$ cat src/rtl/irq_evsel_pkg.sv
package irq_evsel_pkg;
  localparam int EVT_N    = 128;
  localparam int OUT_N    = 12;
  localparam int OUT_BASE = 4;
  localparam int REG_W    = 32;
  localparam int PER_REG  = 4;
  localparam int LANE_W   = REG_W / PER_REG;

  // bit offset of a line's field inside its mapping register
  function automatic int lane_lsb(input int k);
    return (k % PER_REG) * LANE_W;
  endfunction

  // register address that carries line k
  function automatic int lane_reg(input int k);
    return k / PER_REG;
  endfunction
endpackage

$ cat src/rtl/irq_evsel_regs.sv
module irq_evsel_regs
  import irq_evsel_pkg::*;
#(
  parameter int OUT_N_P  = OUT_N,
  parameter int SEL_W    = 7,
  parameter int ADDR_W   = 2,
  parameter int BASE     = OUT_BASE
) (
  input  logic                     clk,
  input  logic                     rst_n,
  input  logic                     wr_en,
  input  logic [ADDR_W-1:0]        addr,
  input  logic [REG_W-1:0]         wdata,
  output logic [REG_W-1:0]         rdata,
  output logic [OUT_N_P*SEL_W-1:0] sel_flat
);
  logic [SEL_W-1:0] sel_q [OUT_N_P];

  for (genvar k = 0; k < OUT_N_P; k++) begin : g_field
    localparam int LSB = lane_lsb(k);
    localparam int RA  = lane_reg(k);
    always_ff @(posedge clk) begin
      if (!rst_n)
        sel_q[k] <= SEL_W'(k + BASE);
      else if (wr_en && addr == ADDR_W'(RA))
        sel_q[k] <= wdata[LSB +: SEL_W];
    end
    assign sel_flat[k*SEL_W +: SEL_W] = sel_q[k];
  end

  always_comb begin
    rdata = '0;
    for (int k = 0; k < OUT_N_P; k++) begin
      if (addr == ADDR_W'(lane_reg(k)))
        rdata[lane_lsb(k) +: SEL_W] = sel_q[k];
    end
  end
endmodule

$ cat src/rtl/irq_evsel_route.sv
module irq_evsel_route #(
  parameter int EVT_N_P = 128,
  parameter int OUT_N_P = 12,
  parameter int SEL_W   = 7
) (
  input  logic                     clk,
  input  logic                     rst_n,
  input  logic [EVT_N_P-1:0]       evt_in,
  input  logic [OUT_N_P*SEL_W-1:0] sel_flat,
  output logic [OUT_N_P-1:0]       lines
);
  for (genvar k = 0; k < OUT_N_P; k++) begin : g_line
    logic [SEL_W-1:0] sel;
    logic             pick;
    assign sel  = sel_flat[k*SEL_W +: SEL_W];
    assign pick = (int'(sel) < EVT_N_P) ? evt_in[sel] : 1'b0;
    always_ff @(posedge clk) begin
      if (!rst_n) lines[k] <= 1'b0;
      else        lines[k] <= pick;
    end
  end
endmodule

$ cat src/rtl/irq_evsel_prio.sv
module irq_evsel_prio #(
  parameter int OUT_N_P = 12,
  parameter int BASE    = 4,
  parameter int IDX_W   = 4
) (
  input  logic [OUT_N_P-1:0] lines,
  output logic [IDX_W-1:0]   idx,
  output logic               valid
);
  // lowest set position, offset by the first line number
  function automatic logic [IDX_W-1:0] first_line(input logic [OUT_N_P-1:0] v);
    logic [IDX_W-1:0] r;
    r = '0;
    for (int i = OUT_N_P - 1; i >= 0; i--)
      if (v[i]) r = IDX_W'(i + BASE);
    return r;
  endfunction

  assign valid = |lines;
  assign idx   = first_line(lines);
endmodule

$ cat src/rtl/irq_event_router.sv
module irq_event_router
  import irq_evsel_pkg::*;
#(
  parameter int EVT_N_P  = EVT_N,
  parameter int OUT_N_P  = OUT_N,
  parameter int BASE     = OUT_BASE,
  localparam int SEL_W   = $clog2(EVT_N_P),
  localparam int REG_N   = (OUT_N_P + PER_REG - 1) / PER_REG,
  localparam int ADDR_W  = $clog2(REG_N + 1),
  localparam int IDX_W   = $clog2(BASE + OUT_N_P)
) (
  input  logic               clk,
  input  logic               rst_n,
  input  logic [EVT_N_P-1:0] evt_in,
  input  logic               cfg_we,
  input  logic [ADDR_W-1:0]  cfg_addr,
  input  logic [REG_W-1:0]   cfg_wdata,
  output logic [REG_W-1:0]   cfg_rdata,
  output logic [OUT_N_P-1:0] irq_out,
  output logic [IDX_W-1:0]   irq_idx,
  output logic               irq_valid
);
  logic [OUT_N_P*SEL_W-1:0] sel_flat;

  irq_evsel_regs #(.OUT_N_P(OUT_N_P), .SEL_W(SEL_W), .ADDR_W(ADDR_W), .BASE(BASE)) u_regs (
    .clk(clk), .rst_n(rst_n), .wr_en(cfg_we), .addr(cfg_addr),
    .wdata(cfg_wdata), .rdata(cfg_rdata), .sel_flat(sel_flat)
  );

  irq_evsel_route #(.EVT_N_P(EVT_N_P), .OUT_N_P(OUT_N_P), .SEL_W(SEL_W)) u_route (
    .clk(clk), .rst_n(rst_n), .evt_in(evt_in), .sel_flat(sel_flat), .lines(irq_out)
  );

  irq_evsel_prio #(.OUT_N_P(OUT_N_P), .BASE(BASE), .IDX_W(IDX_W)) u_prio (
    .lines(irq_out), .idx(irq_idx), .valid(irq_valid)
  );
endmodule

$ cat config.mk
export PLATFORM = sky130hd
export DESIGN_NAME = irq_event_router
export DESIGN_NICKNAME = d
export VERILOG_FILES = /design/src/rtl/irq_evsel_pkg.sv /design/src/rtl/irq_evsel_regs.sv /design/src/rtl/irq_evsel_route.sv /design/src/rtl/irq_evsel_prio.sv /design/src/rtl/irq_event_router.sv
export SDC_FILE = /design/constraint.sdc
export NUM_CORES = 1
export LEC_CHECK = 0
export BUFFER_PORTS_ARGS = -buffer_cell sky130_fd_sc_hd__buf_4
export CAP_MARGIN = 15
export CORE_UTILIZATION = 40
export CTS_CLUSTER_DIAMETER = 50
export DETAILED_ROUTE_END_ITERATION = 10
export GPL_TIMING_DRIVEN = 0
export SETUP_SLACK_MARGIN = 0.1
export SLEW_MARGIN = 20
export SYNTH_ARGS = -nofsm -noshare
export SYNTH_HDL_FRONTEND = slang
export SYNTH_HIERARCHICAL = 1
export SYNTH_SLANG_ARGS = --single-unit
export TNS_END_PERCENT = 20
$ cat constraint.sdc
create_clock -name clk -period 4.8 [get_ports clk]
set_input_delay 0.48 -clock clk [delete_from_list [all_inputs] [get_ports clk]]
set_output_delay 0.48 -clock clk [all_outputs]
set_load 0.01 [all_outputs]
### After elaboration in Yosys (flattened, before gate mapping)

Memory sizes are Yosys's and may differ from the RTL's.
Cells that the tools add are included.

| storage, ports and cells | value |
|---|---|
| input port bits | 165 |
| register bits | 12 |
| output and inout port bits | 49 |
| RAM bits | 84 |
| memories kept | 1 |
| word-level logic and storage cells | 114 |

| cells by class | value |
|---|---|
| eq/ne operators | 2 |
| reduce and logical (&&, ||, !) cells | 5 |
| mux-type cells | 70 |
| $lt $le $gt $ge | 12 |
| bitwise logic cells | 12 |

Memory list:

| name | depth | width | rd ports | clocked after memory_dff | write ports | RTL line | source |
|---|---|---|---|---|---|---|---|
| u_regs.sel_q | 12 | 7 | 12 | 0 | 12 | irq_evsel_regs.sv:17 | `logic [SEL_W-1:0] sel_q [OUT_N_P];` |

Operator list:

| cell | count |
|---|---|
| 2-to-1 mux 7 bit | 24 |
| less-than comparator 7 x 8 -> 1 bit (second input constant) | 12 |
| binary-select mux 1 bit (select 7 bit) | 12 |
| 2-to-1 mux 4 bit | 12 |
| 2-to-1 mux 1 bit | 22 |
| OR 1 bit | 12 |
| OR reduction 12 bit | 1 |
| logical AND 1 bit | 3 |
| equality test 2 x 1 -> 1 bit (second input constant) | 1 |
| equality test 2 bit (second input constant) | 1 |
| logical NOT 2 bit | 1 |

### Longest topological paths before layout

| depth | value |
|---|---|
| word-level depth | 12 |
| gate-level depth with buffers | 9 |
| depth with buffers taken out | 6 |

### Modules after synthesis

Netlist, hierarchy kept.

By module, submodules not included:

| module | area each (um^2) | instances | cells an instance | seq. area each (um^2) |
|---|---|---|---|---|
| irq_evsel_route | 14604.0 | 1 | 1439 | 240.2 |
| irq_evsel_regs | 3748.6 | 1 | 280 | 2522.4 |
| irq_evsel_prio | 128.9 | 1 | 22 | 0.0 |

### Least setup slack after synthesis

OpenSTA, ideal clock, no wires.

| timing | value |
|---|---|
| path kind | in2reg |
| start | input port cfg_addr[1] |
| end | memory u_regs.sel_q[0][0], enable pin |
| arrival time | 3.068 ns |
| setup time | 0.452 ns |
| required time | 4.348 ns |
| path slack | 1.280 ns |
| buffers on the path | 3 |
| cell stages on the path | 5 |
| cell sequence | clkbuf_2 -> or2_1 -> buf_6 -> buf_6 -> o21ai_0 |

RTL lines:

| item | RTL line | source |
|---|---|---|
| from (decl) | irq_event_router.sv:16 | `input logic [ADDR_W-1:0] cfg_addr,` |
| to (decl) | irq_evsel_regs.sv:17 |  |

==> impl_metrics.csv <==
group,metric,value,unit
worst_hold_path,min_to,"u_regs/sel_q[9][2]$_SDFFCE_PN1P_",
synthesis,synth_cell_types,53,
placement,dp.cells,2550,
synthesis,syn_area,0.0185,mm^2
route,drt-total-wl,93800,um
synthesis,synthTopCellsByCount,"mux2i_1, mux4_2, clkbuf_1, mux2_2, nand3_1",
route,viasPerCell,7.16,
final_layout,syn2layout_area_growth,14.5,%
flow_run,cap_violations,0,
timing,min_period_over_period,0.705,
grt,globalRoute.totalOverflow,0,
route,drtPass1Iterations,6,
timing,rsz0062_at_grt,"false",
critical_path,r2r-start,"u_regs/sel_q[5][1]$_SDFFCE_PN0P_",
synthesis,ys_seq_area_frac,0.149,
die,ios,214,
timing,slew_violations,0,
route,postRouteAntennaNets,0,
critical_path,start_kind,"flop",
synthesis,synth_top_family_by_area,"multiplexers",
final_layout,drive_gt1_frac,0.368,
clock_network,ctsHoldBuffers,0,
die,fp.dieW,217,um
critical_path,slowest_stage,"o21ai_0",
timing,finalSetupViolCount,0,
clock_network,cts_buffers,9,
timing,worstMarginPinSlew,1130,ps
status,status,"finished, final reports clean",
power,leakage,7.84,nW
placement,globalplace.congestion,1.02,
grt,grt_max_degree,22,
clock_network,postCtsSetupRepairBufs,0,
worst_hold_path,min_from,"cfg_wdata[10]",
die,num_rows,78,
final_layout,finalNonFillerCells,2566,
timing,finalClockSkew,9.14,ps
placement,hpwlAfterDp,77500,um
grt,track_usage,0.397,
critical_path,path_class,"reg -> reg",
route,drc_errors,0,
clock_network,cts_tree,"done",
die,core-area,0.0455,mm^2
grt,grt_pass1_wl,133000,um
synthesis,async_reset_ff_frac,0,
route,vias,18400,
final_layout,fin_area,0.0212,mm^2
clock_network,post_cts_resized,0,
route,wl_per_cell,36.5,um
critical_path,arrival,3620,ps
critical_path,rrSetupSlack,1410,ps
final_layout,final_util,0.466,
power,power_per_cell_area,206,mW/mm^2
synthesis,yosys.area_share.adder,0,
worst_hold_path,hold_path_class,"in -> reg",
placement,postPlaceCellArea,0.0209,mm^2
synthesis,yosys.area_share.xor_xnor,0,
grt,antenna_found_initial,2,
critical_path,cp.required,5040,ps
clock_network,htreeDepth,3,
final_layout,diodes,0,
power,vdd_drop_max,0.328,mV
synthesis,synth_warnings,6,
clock_network,clock_latency,360,ps
die,start_util,0.406,
critical_path,worst_path_largest_cell_delay,760,ps
synthesis,yosysMostFrequentCell,"mux2i_1",
placement,port_buffers,203,
clock_network,clkTransAtPathRegs,80,ps
synthesis,synth-edff-count,84,
synthesis,ys_seq_elements,96,
synthesis,synth_flop_cell,"edfxtp_1",
synthesis,netlist.area_leader.share,0.311,
critical_path,r2r_cells,7,
grt,grt_pass1_vias,18100,
critical_path,end_kind,"flop",
timing,hold_violations,0,
timing,timing.hold.ws,397,ps
critical_path,r2r_end,"u_route/lines[5]$_SDFF_PN0_",
clock_network,cts_buffer_depth,2,
die,die_h,217,um
synthesis,synthSimpleGateAreaFrac,0.117,
synthesis,synthMuxAreaShare,0.544,
synthesis,synth.avg_cell_area,10.6,um^2
final_layout,nNetsFinal,2126,
synthesis,yosysTopAreaCell,"mux4_2",
clock_network,clock-sinks,96,
worst_hold_path,whs_path_depth,2,
synthesis,syn_inst,1741,
critical_path,path_max_fanout,10,
synthesis,synth-compound-area-share,0.111,
route,drt-initial-drc-count,2510,
critical_path,crit_chain,"buf_4, clkbuf_1, mux4_2, a22o_1, o21ai_0, a41oi_1, a32o_1",
die,die_area,0.0471,mm^2
clock_network,cts_root_buffer,"clkbuf_16",
timing,relSlewSlack,0.245,
synthesis,synth_area_leaders,"mux4_2, mux2i_1, edfxtp_1",
timing,fmax,295,MHz
timing,final.min_clock_period,3390,ps
==> report_power, final <==
part           internal [mW]  switching (mW)
Combinational           1.12            1.43
Clock                  0.364           0.345
Sequential             0.982           0.119
==> stage by stage <==
| step | setup slack [ps] | power, mW | setup TNS [ps] |
|---|---|---|---|
| finish | 1410 | 4.36 | 0 |
| CTS | 1680 | 4.28 | 0 |
| floorplan | 1280 | 2.65 | 0 |
| global route | 1400 | 4.50 | 0 |
| global placement | -293 | 3.55 | -19610 |
| detailed placement | 1710 | 3.57 | 0 |
==> per-layer routing <==
| layer | track usage | up-vias | part of all wire |
|---|---|---|---|
| met5 | 0 | - | 0 |
| met4 | 0.138 | 0 | 0.038 |
| met3 | 0.104 | 254 | 0.12 |
| met2 | 0.629 | 1398 | 0.45 |
| met1 | 0.524 | 9242 | 0.39 |
| li1 | - | 7471 | - |
==> cell type report <==
class / instances / area [um^2]
buffer: 301 / 1450
multi-input combinational: 1344 / 14300
clock inverter: 7 / 61.3
inverter: 3 / 11.3
fill: 4395 / 24300
tap: 600 / 751
sequential: 96 / 2760
clock buffer: 9 / 225
timing repair buffer: 206 / 1610
==> cell usage in the layout, fill, tap and decap left out, types with 22 or more instances in the layout <==
master,n
nand2b_1,25
nor2_1,76
buf_4,257
a221oi_1,35
a31oi_1,22
nand3_1,89
nor3_1,26
buf_2,53
or3_1,28
nand2_1,31
clkbuf_1,175
edfxtp_1,84
a21oi_1,60
mux2_2,111
mux2i_1,284
a22oi_1,73
nor2b_1,42
mux4_2,255
o2bb2ai_1,28
and3_1,32
==> how the worst max path moves through the flow <==
| stage | from | endpoint | slack, ps | cells past startpoint |
|---|---|---|---|---|
| 6_report | u_regs/sel_q[5][1]$_SDFFCE_PN0P_ | u_route/lines[5]$_SDFF_PN0_ | 1410 | 7 |
| 5_1_grt | u_regs/sel_q[5][1]$_SDFFCE_PN0P_ | u_route/lines[5]$_SDFF_PN0_ | 1400 | 7 |
| 4_1_cts | u_regs/sel_q[5][1]$_SDFFCE_PN0P_ | u_route/lines[5]$_SDFF_PN0_ | 1680 | 7 |
| 3_5_place_dp | u_regs/sel_q[5][1]$_SDFFCE_PN0P_ | u_route/lines[5]$_SDFF_PN0_ | 1710 | 7 |
| 3_3_place_gp | cfg_addr[0] | u_regs/sel_q[3][5]$_SDFFCE_PN0P_ | -290 | 5 |
| 2_1_floorplan | cfg_addr[1] | u_regs/sel_q[0][0]$_SDFFCE_PN0P_ | 1280 | 5 |
==> logic make-up (layout without fill, tap and decap cells) <==
| logic type | count (synthesis) | after routing |
|---|---|---|
| AOI/OAI and AO/OA | 281 | 281 |
| buffers and inverters | 304 | 526 |
| DFF | 96 | 96 |
| muxes | 658 | 658 |
| other | 1 | 4 |
| and+or+nand+nor | 401 | 401 |
==> worst max-delay path: cells and delay by family (launching register included) <==
kind            cells  cell delay, ps
flops               1             420
compound gates      4            1580
mux                 1             440
buf+inv             2             800
==> state kept, by name, summed over array words and instances, names as in the netlist <==
| register | count |
|---|---|
| u_route/lines | 12 |
| u_regs/sel_q | 84 |
No activity file was read; power rests on OpenSTA's default activity.
